<file path="config.mk">
export PLATFORM = sky130hd
export DESIGN_NAME = pm_sleep_wake
export DESIGN_NICKNAME = d
export VERILOG_FILES = /design/src/rtl/pm_sw_pkg.sv /design/src/rtl/pm_sw_sync_fall.sv /design/src/rtl/pm_sw_sticky.sv /design/src/rtl/pm_sw_mask_reg.sv /design/src/rtl/pm_sw_sleep_ctl.sv /design/src/rtl/pm_sleep_wake.sv
export SDC_FILE = /design/constraint.sdc
export NUM_CORES = 1
export LEC_CHECK = 0
export BUFFER_PORTS_ARGS = -buffer_cell sky130_fd_sc_hd__buf_2
export CORE_MARGIN = 2
export CORE_UTILIZATION = 40
export DETAILED_ROUTE_END_ITERATION = 6
export PLACE_DENSITY = 0.77
export SETUP_SLACK_MARGIN = 0.4
export SYNTH_ARGS = -nofsm -noshare
export SYNTH_HDL_FRONTEND = slang
export SYNTH_SLANG_ARGS = --single-unit
</file>
<file path="constraint.sdc">
create_clock -name clk -period 1.9 [get_ports clk]
set_input_delay 0.57 -clock clk [delete_from_list [all_inputs] [get_ports clk]]
set_output_delay 0.57 -clock clk [all_outputs]
set_load 0.005 [all_outputs]
</file>
<file path="src/rtl/pm_sw_pkg.sv">
package pm_sw_pkg;
   // register addresses
   localparam int unsigned REG_CFG  = 0;
   localparam int unsigned REG_CTL  = 1;
   localparam int unsigned REG_STAT = 2;
   localparam int unsigned REG_WEN  = 3;
   // configuration bit positions
   localparam int unsigned CFG_REDIR = 0;
   localparam int unsigned CFG_WIDE  = 1;
   localparam int unsigned CFG_PLL   = 7;
   localparam logic [7:0]  CFG_MASK  = 8'h83;
   // control and status bit positions
   localparam int unsigned CTL_GO    = 7;
   localparam int unsigned STAT_WAKE = 0;
   localparam int unsigned STAT_SMI  = 1;
endpackage

</file>
<file path="src/rtl/pm_sw_sync_fall.sv">
module pm_sw_sync_fall #(
   parameter int unsigned STAGES = 2
) (
   input  logic clk,
   input  logic rst_n,
   input  logic din,
   output logic fall
);
   logic [STAGES-1:0] chain_q;
   logic              last_q;

   generate
      if (STAGES < 2) begin : g_bad_stages
         $error("pm_sw_sync_fall: STAGES must be at least 2");
      end
   endgenerate

   always_ff @(posedge clk or negedge rst_n) begin
      if (!rst_n) begin
         chain_q <= '1;
         last_q  <= 1'b1;
      end else begin
         chain_q <= {chain_q[STAGES-2:0], din};
         last_q  <= chain_q[STAGES-1];
      end
   end

   assign fall = last_q & ~chain_q[STAGES-1];
endmodule

</file>
<file path="src/rtl/pm_sw_sticky.sv">
module pm_sw_sticky #(
   parameter int unsigned W = 1
) (
   input  logic         clk,
   input  logic         rst_n,
   input  logic [W-1:0] set,
   input  logic [W-1:0] clr,
   output logic [W-1:0] q
);
   generate
      for (genvar i = 0; i < W; i++) begin : g_bit
         always_ff @(posedge clk or negedge rst_n) begin
            if (!rst_n)      q[i] <= 1'b0;
            else if (set[i]) q[i] <= 1'b1;
            else if (clr[i]) q[i] <= 1'b0;
         end
      end
   endgenerate
endmodule

</file>
<file path="src/rtl/pm_sw_mask_reg.sv">
module pm_sw_mask_reg #(
   parameter int unsigned  W    = 8,
   parameter logic [W-1:0] MASK = '1
) (
   input  logic         clk,
   input  logic         rst_n,
   input  logic         we,
   input  logic [W-1:0] wdata,
   output logic [W-1:0] q
);
   always_ff @(posedge clk or negedge rst_n) begin
      if (!rst_n)  q <= '0;
      else if (we) q <= wdata & MASK;
   end
endmodule

</file>
<file path="src/rtl/pm_sw_sleep_ctl.sv">
module pm_sw_sleep_ctl #(
   parameter int unsigned TYPE_W = 3
) (
   input  logic              clk,
   input  logic              rst_n,
   input  logic              ctl_we,
   input  logic              go_bit,
   input  logic [TYPE_W-1:0] type_in,
   input  logic              redirect,
   output logic              go_wr,
   output logic              sleep_req,
   output logic [TYPE_W-1:0] sleep_type
);
   assign go_wr = ctl_we & go_bit;

   always_ff @(posedge clk or negedge rst_n) begin
      if (!rst_n) begin
         sleep_req  <= 1'b0;
         sleep_type <= '0;
      end else begin
         sleep_req <= go_wr & ~redirect;
         if (ctl_we) sleep_type <= type_in;
      end
   end
endmodule

</file>
<file path="src/rtl/pm_sleep_wake.sv">
module pm_sleep_wake
   import pm_sw_pkg::*;
#(
   parameter int unsigned ADDR_W      = 2,
   parameter int unsigned NUM_WAKE    = 4,
   parameter int unsigned SYNC_STAGES = 2,
   parameter int unsigned TYPE_W      = 3
) (
   input  logic                clk,
   input  logic                rst_n,
   input  logic                vbat_por_n,
   input  logic                wr_en,
   input  logic [ADDR_W-1:0]   addr,
   input  logic [7:0]          wr_data,
   output logic [7:0]          rd_data,
   input  logic                pwr_on_n,
   input  logic [NUM_WAKE-1:0] wake_evt,
   output logic                sleep_req,
   output logic [TYPE_W-1:0]   sleep_type,
   output logic                smi_req,
   output logic                wake_sts,
   output logic                ir_clk_sel
);
   localparam logic [ADDR_W-1:0] A_CFG  = ADDR_W'(REG_CFG);
   localparam logic [ADDR_W-1:0] A_CTL  = ADDR_W'(REG_CTL);
   localparam logic [ADDR_W-1:0] A_STAT = ADDR_W'(REG_STAT);
   localparam logic [ADDR_W-1:0] A_WEN  = ADDR_W'(REG_WEN);

   generate
      if (ADDR_W < 2) begin : g_bad_addr
         $error("pm_sleep_wake: ADDR_W must be at least 2");
      end
      if (NUM_WAKE < 1 || NUM_WAKE > 8) begin : g_bad_wake
         $error("pm_sleep_wake: NUM_WAKE must be 1..8");
      end
      if (TYPE_W < 1 || TYPE_W > 7) begin : g_bad_type
         $error("pm_sleep_wake: TYPE_W must be 1..7");
      end
   endgenerate

   logic                cfg_we, ctl_we, stat_we, wen_we;
   logic [7:0]          cfg_q;
   logic [NUM_WAKE-1:0] wen_q;
   logic                go_wr, pwr_fall, wake_hit;
   logic                smi_sts;

   assign cfg_we  = wr_en && (addr == A_CFG);
   assign ctl_we  = wr_en && (addr == A_CTL);
   assign stat_we = wr_en && (addr == A_STAT);
   assign wen_we  = wr_en && (addr == A_WEN);

   // battery-domain configuration and wake enables
   pm_sw_mask_reg #(.W(8), .MASK(CFG_MASK)) u_cfg (
      .clk(clk), .rst_n(vbat_por_n), .we(cfg_we), .wdata(wr_data), .q(cfg_q));

   pm_sw_mask_reg #(.W(NUM_WAKE), .MASK({NUM_WAKE{1'b1}})) u_wen (
      .clk(clk), .rst_n(vbat_por_n), .we(wen_we),
      .wdata(wr_data[NUM_WAKE-1:0]), .q(wen_q));

   pm_sw_sleep_ctl #(.TYPE_W(TYPE_W)) u_sleep (
      .clk(clk), .rst_n(rst_n), .ctl_we(ctl_we), .go_bit(wr_data[CTL_GO]),
      .type_in(wr_data[TYPE_W-1:0]), .redirect(cfg_q[CFG_REDIR]),
      .go_wr(go_wr), .sleep_req(sleep_req), .sleep_type(sleep_type));

   pm_sw_sync_fall #(.STAGES(SYNC_STAGES)) u_pwr (
      .clk(clk), .rst_n(rst_n), .din(pwr_on_n), .fall(pwr_fall));

   assign wake_hit = cfg_q[CFG_WIDE] & (|(wake_evt & wen_q));

   pm_sw_sticky #(.W(1)) u_wake_sts (
      .clk(clk), .rst_n(vbat_por_n),
      .set(pwr_fall | wake_hit),
      .clr(stat_we & wr_data[STAT_WAKE]),
      .q(wake_sts));

   pm_sw_sticky #(.W(1)) u_smi_sts (
      .clk(clk), .rst_n(rst_n),
      .set(go_wr),
      .clr(stat_we & wr_data[STAT_SMI]),
      .q(smi_sts));

   assign smi_req    = smi_sts & cfg_q[CFG_REDIR];
   assign ir_clk_sel = cfg_q[CFG_PLL];

   always_comb begin
      rd_data = 8'h00;
      if (addr == A_CFG)       rd_data = cfg_q;
      else if (addr == A_CTL)  rd_data = 8'(sleep_type);
      else if (addr == A_STAT) begin
         rd_data[STAT_WAKE] = wake_sts;
         rd_data[STAT_SMI]  = smi_sts;
      end
      else if (addr == A_WEN)  rd_data = 8'(wen_q);
   end
endmodule

</file>
=== Yosys cells after proc, flatten, opt, wreduce, memory -nomap -nowiden ===
Cells that the tools add are included.
W data, S select, Z words.

* Register bits: 16
* Output and inout port bits: 15
* Word-level logic and storage cells: 39

* Equal/unequal tests: 3
* Multiplexer cells: 9
* Bitwise gates (word level): 11
* Reductions and logical operators: 8

{| class="wikitable"
|+ Operator list
! kind !! number
|-
| $mux W8 || 2
|-
| $and A1 B1 Y1 || 7
|-
| $mux W6 || 1
|-
| $and A4 B4 Y4 || 1
|-
| $eq A2 B2 Y1 const B || 2
|-
| $logic_and A1 B1 Y1 || 4
|-
| $mux W1 || 4
|-
| $mux W4 || 1
|-
| $reduce_bool A2 Y1 || 2
|-
| $reduce_or A4 Y1 || 1
|-
| $eq A2 B1 Y1 const B || 1
|-
| $logic_not A2 Y1 || 1
|-
| $mux W2 || 1
|-
| $not A1 Y1 || 2
|-
| $or A1 B1 Y1 || 1
|}

=== Longest topological paths before layout ===
* Depth in word-level cells: 5
* Gate-level depth with buffers: 4

=== Modules after synthesis ===
From an unflattened synthesis, not the netlist that was laid out.

* Cells, all modules: 66
* Area, all modules: 807.0 sq um

{| class="wikitable"
|+ By module, submodules not included
! module !! times used !! cells an instance !! area an instance (sq um) !! sequential area each (sq um)
|-
| pm_sleep_wake || 1 || 27 || 195.2 || 0.0
|-
| pm_sw_sleep_ctl || 1 || 9 || 151.4 || 100.1
|-
| pm_sw_mask_reg (u_cfg) || 1 || 12 || 150.1 || 75.1
|-
| pm_sw_mask_reg (u_wen) || 1 || 8 || 145.1 || 100.1
|-
| pm_sw_sync_fall || 1 || 4 || 92.6 || 78.8
|-
| pm_sw_sticky || 2 || 3 || 36.3 || 25.0
|}

=== Least setup slack after synthesis ===
No wires, ideal clock.

* Path type: input port to output port
* Start: in addr[0]
* End: out rd_data[1]
* Data arrival time: 1.223 ns
* Data required time: 1.330 ns
* Slack: 0.107 ns
* Cell stages on the path: 2
* Buffers on the path: 1
* Path through: buf_4 -> mux4_2

* Cells in the longest elaborated chain, start to end: 5
* Elaborated cells between the ends (all ways): 8

{| class="wikitable"
|+ Ends and longest elaborated chain
! item !! line !! text
|-
| start: declaration || pm_sleep_wake.sv:13 || <nowiki>input logic [ADDR_W-1:0] addr,</nowiki>
|-
| $eq A2 B2 Y1 || pm_sleep_wake.sv:93 || <nowiki>else if (addr == A_WEN) rd_data = 8'(wen_q);</nowiki>
|-
| $mux W4 || pm_sleep_wake.sv:93 ||
|-
| $mux W2 || pm_sleep_wake.sv:89 || <nowiki>else if (addr == A_STAT) begin</nowiki>
|-
| $mux W8 || pm_sleep_wake.sv:88 || <nowiki>else if (addr == A_CTL) rd_data = 8'(sleep_type);</nowiki>
|-
| $mux W8 (*) || pm_sleep_wake.sv:87 || <nowiki>if (addr == A_CFG) rd_data = cfg_q;</nowiki>
|-
| end: declaration || pm_sleep_wake.sv:15 || <nowiki>output logic [7:0] rd_data,</nowiki>
|}

Every way passes the cells marked *; elsewhere a longest branch is shown, timed or not.

=== Worst setup path after layout ===
* Start: reg u_smi_sts.q
* End: out rd_data[1]

* Cells in the longest elaborated chain, start to end: 3

{| class="wikitable"
|+ Ends and longest elaborated chain
! item !! line !! text
|-
| start: declaration || pm_sw_sticky.sv:8 || <nowiki>output logic [W-1:0] q</nowiki>
|-
| start signal: indexed assignment || pm_sw_sticky.sv:13 || <nowiki>if (!rst_n) q[i] <= 1'b0;</nowiki>
|-
| start signal: indexed assignment || pm_sw_sticky.sv:14 || <nowiki>else if (set[i]) q[i] <= 1'b1;</nowiki>
|-
| start signal: indexed assignment || pm_sw_sticky.sv:15 || <nowiki>else if (clr[i]) q[i] <= 1'b0;</nowiki>
|-
| $mux W2 || pm_sleep_wake.sv:89 ||
|-
| $mux W8 || pm_sleep_wake.sv:88 ||
|-
| $mux W8 || pm_sleep_wake.sv:87 ||
|}

Every way passes these cells.

==> metrics.cfg <==
[timing]
setup_viol = 0
fin_crit_sh_pct = 98.96
slew_violations = 0
rsz0062_at_grt = yes
fin_tns_setup_ns = 0
period_needed_ns = 1.880
skew_ns = 0.008976
fmax_mhz = 531.8
finalHoldViolCount = 0

[clocking]
clk-insertion-delay-late_ns = 0.29
root_buffer = clkbuf_4
cts_sinks = 16
cts_buffers = 3
ctsLongestPathBuffers = 2
hold_buffers = 0
cts_tree = built
htreeDepth = 1
clk_pin_slew_ns = 0.10

[cells_and_area]
diodes = 0
syn2layout_area_growth_pct = 47.25
fin_nets = 116
final_common_cell = buf_2
fin_util_pct = 63.44
stdcell_area_um2 = 1107
final_cell_mix = 23 x buf_2, 13 x dfrtp_1, 10 x buf_6, 7 x mux2_2, 6 x buf_4
drive_gt1_share_pct = 68.75

[logic_synthesis]
synth_cell_types = 21
syn-cell-area_um2 = 752.0
ys_ff_latch = 16
syn_inst = 54
syn_avg_cell_area_um2 = 13.93
ys_warn_count = 0
synth-seq-area-share_pct = 53.74

[setup_path]
cp-startpoint = u_smi_sts.q$_DFFE_PN0P_
critical_path.endpoint = rd_data[1]
required_ns = 1.33
reg2reg_depth = 3
crit_type = reg -> out
startpoint_type = register
rrSetupSlack_ns = 0.77
worstPathMaxFanout = 2
reg2reg_from = u_wen.q[2]$_DFFE_PN0P_
r2r-end = u_wake_sts.q$_DFFE_PN0P_
crit_arrival_ns = 1.31
end_kind = output pin

[floorplan]
fp-row-count = 15
core-area_um2 = 1745
die_h_um = 47.36
initial_utilization_pct = 43.08
die-width_um = 47.36
dieArea_um2 = 2243
pin_count = 34

[power_and_ir_drop]
irDropWorstVdd_mv = 0.5596
p_per_area_nw_per_um2 = 758.0
power_mw = 0.8393
p_leak_nw = 0.5297

[global_route]
antenna_found_initial = 0
grt_pass1_vias = 562
grt_max_degree = 10
grt_first_pass_wirelength_um = 2663
grt-ovfl-total = 0
grt_usage_pct = 18.28

[routing]
drc = 0
ant_nets = 0
num_vias = 612
drt_wl_total_um = 1886
via_per_inst = 5.058
wire_per_inst_um = 15.59
drtPass1Iterations = 4
first_iter_violations = 9

[worst_hold_path]
hold_path.class = in -> async

[run_status]
outcome = completed

[placement]
place_area_um2 = 914.6
hpwl_um = 1305
port_buffers = 27
gp_congestion = 0.7569

[flow_run]
max-cap-violations = 0

==> stage by stage <==
stage / hold slack [ns] / instances / setup WS [ns]
2_1_floorplan: 0.2744 / 56 / 0.1684
3_3_place_gp: 0.3460 / 107 / 0.02226
3_5_place_dp: 0.3488 / 107 / 0.01664
4_1_cts: 0.09872 / 117 / 0.02211
5_1_grt: 0.09798 / 121 / -0.01132
6_report: 0.09736 / 121 / 0.01972
==> sequential cells by signal, summed over array words and instances (netlist names) <==
register            cells
u_cfg.q                 3
u_wen.q                 4
u_wake_sts.q            1
u_sleep.sleep_req       1
u_sleep.sleep_type      3
u_smi_sts.q             1
u_pwr.chain_q           2
u_pwr.last_q            1
==> layer usage <==
layer  vias to the layer above  GRT usage (%)  routed length [um]
li1                        273              -                   -
met1                       304          22.22                 788
met2                        29          28.65                 931
met3                         6          6.538                 122
met4                         0          8.889                  43
met5                         -              0                   0
==> power breakdown <==
part | switching [mW] | internal (mW) | total, mW
clock network | 0.108 | 0.0817 | 0.189
logic | 0.0803 | 0.144 | 0.225
registers | 0.0349 | 0.390 | 0.425
total | 0.223 | 0.616 | 0.839
==> worst min-delay path by stage <==
stage / to / cells past startpoint / start
detailed placement: u_pwr.chain_q[1]$_DFF_PN1_ / 0 / u_pwr.chain_q[0]$_DFF_PN1_
floorplan: u_cfg.q[0]$_DFFE_PN0P_ / 0 / vbat_por_n
finish: u_smi_sts.q$_DFFE_PN0P_ / 1 / rst_n
global route: u_sleep.sleep_type[1]$_DFFE_PN0P_ / 1 / rst_n
global placement: u_pwr.chain_q[1]$_DFF_PN1_ / 0 / u_pwr.chain_q[0]$_DFF_PN1_
CTS: u_smi_sts.q$_DFFE_PN0P_ / 1 / rst_n
==> cells in the mapped netlist <==
cell	n	share of area [%]
nand2_1	1	0.50
nand4b_1	1	1.2
buf_4	4	4.0
mux2i_1	1	1.3
mux4_2	2	6.0
nand2_2	1	0.83
mux2_2	10	15
dfrtp_1	13	43
dfstp_2	3	10
buf_6	1	1.5
a21oi_1	2	1.3
nand3_1	2	1.3
nor3b_1	2	2.0
and3_1	1	0.83
conb_1	1	0.50
nor2b_4	2	3.7
nor2_1	1	0.50
a221o_1	1	1.3
and2_1	1	0.83
a22oi_1	2	2.0
nor2b_1	2	1.7
==> area by class of cell <==
cell class / instances / area (um^2)
fill: 147 / 638.1
sequential: 16 / 404.1
multi-input combinational: 35 / 342.8
timing repair buffer: 41 / 302.8
tap: 25 / 31.28
clock buffer: 4 / 26.28
==> repair_timing <==
action                     in CTS  in global routing
gates resized for setup        12                  9
pin swaps                       2                  2
setup endpoints to repair       6                  9
hold endpoints to repair        0                  0
setup buffers                   6                  4
==> cells by family after synthesis <==
family / count (synthesis) / synth area share [%]
AO/OA/AOI/OAI: 5 / 4.658
other: 1 / 0.4987
buffers and inverters: 5 / 5.491
flip-flops: 16 / 53.74
multiplexers: 13 / 22.30
AND/OR/NAND/NOR: 14 / 13.31
==> critical path, stage by stage, from the launching register on <==
cell and delay, ns:
dfrtp_1 0.41, mux4_2 0.47, buf_2 0.14
No activity file was read; power rests on OpenSTA's default activity.
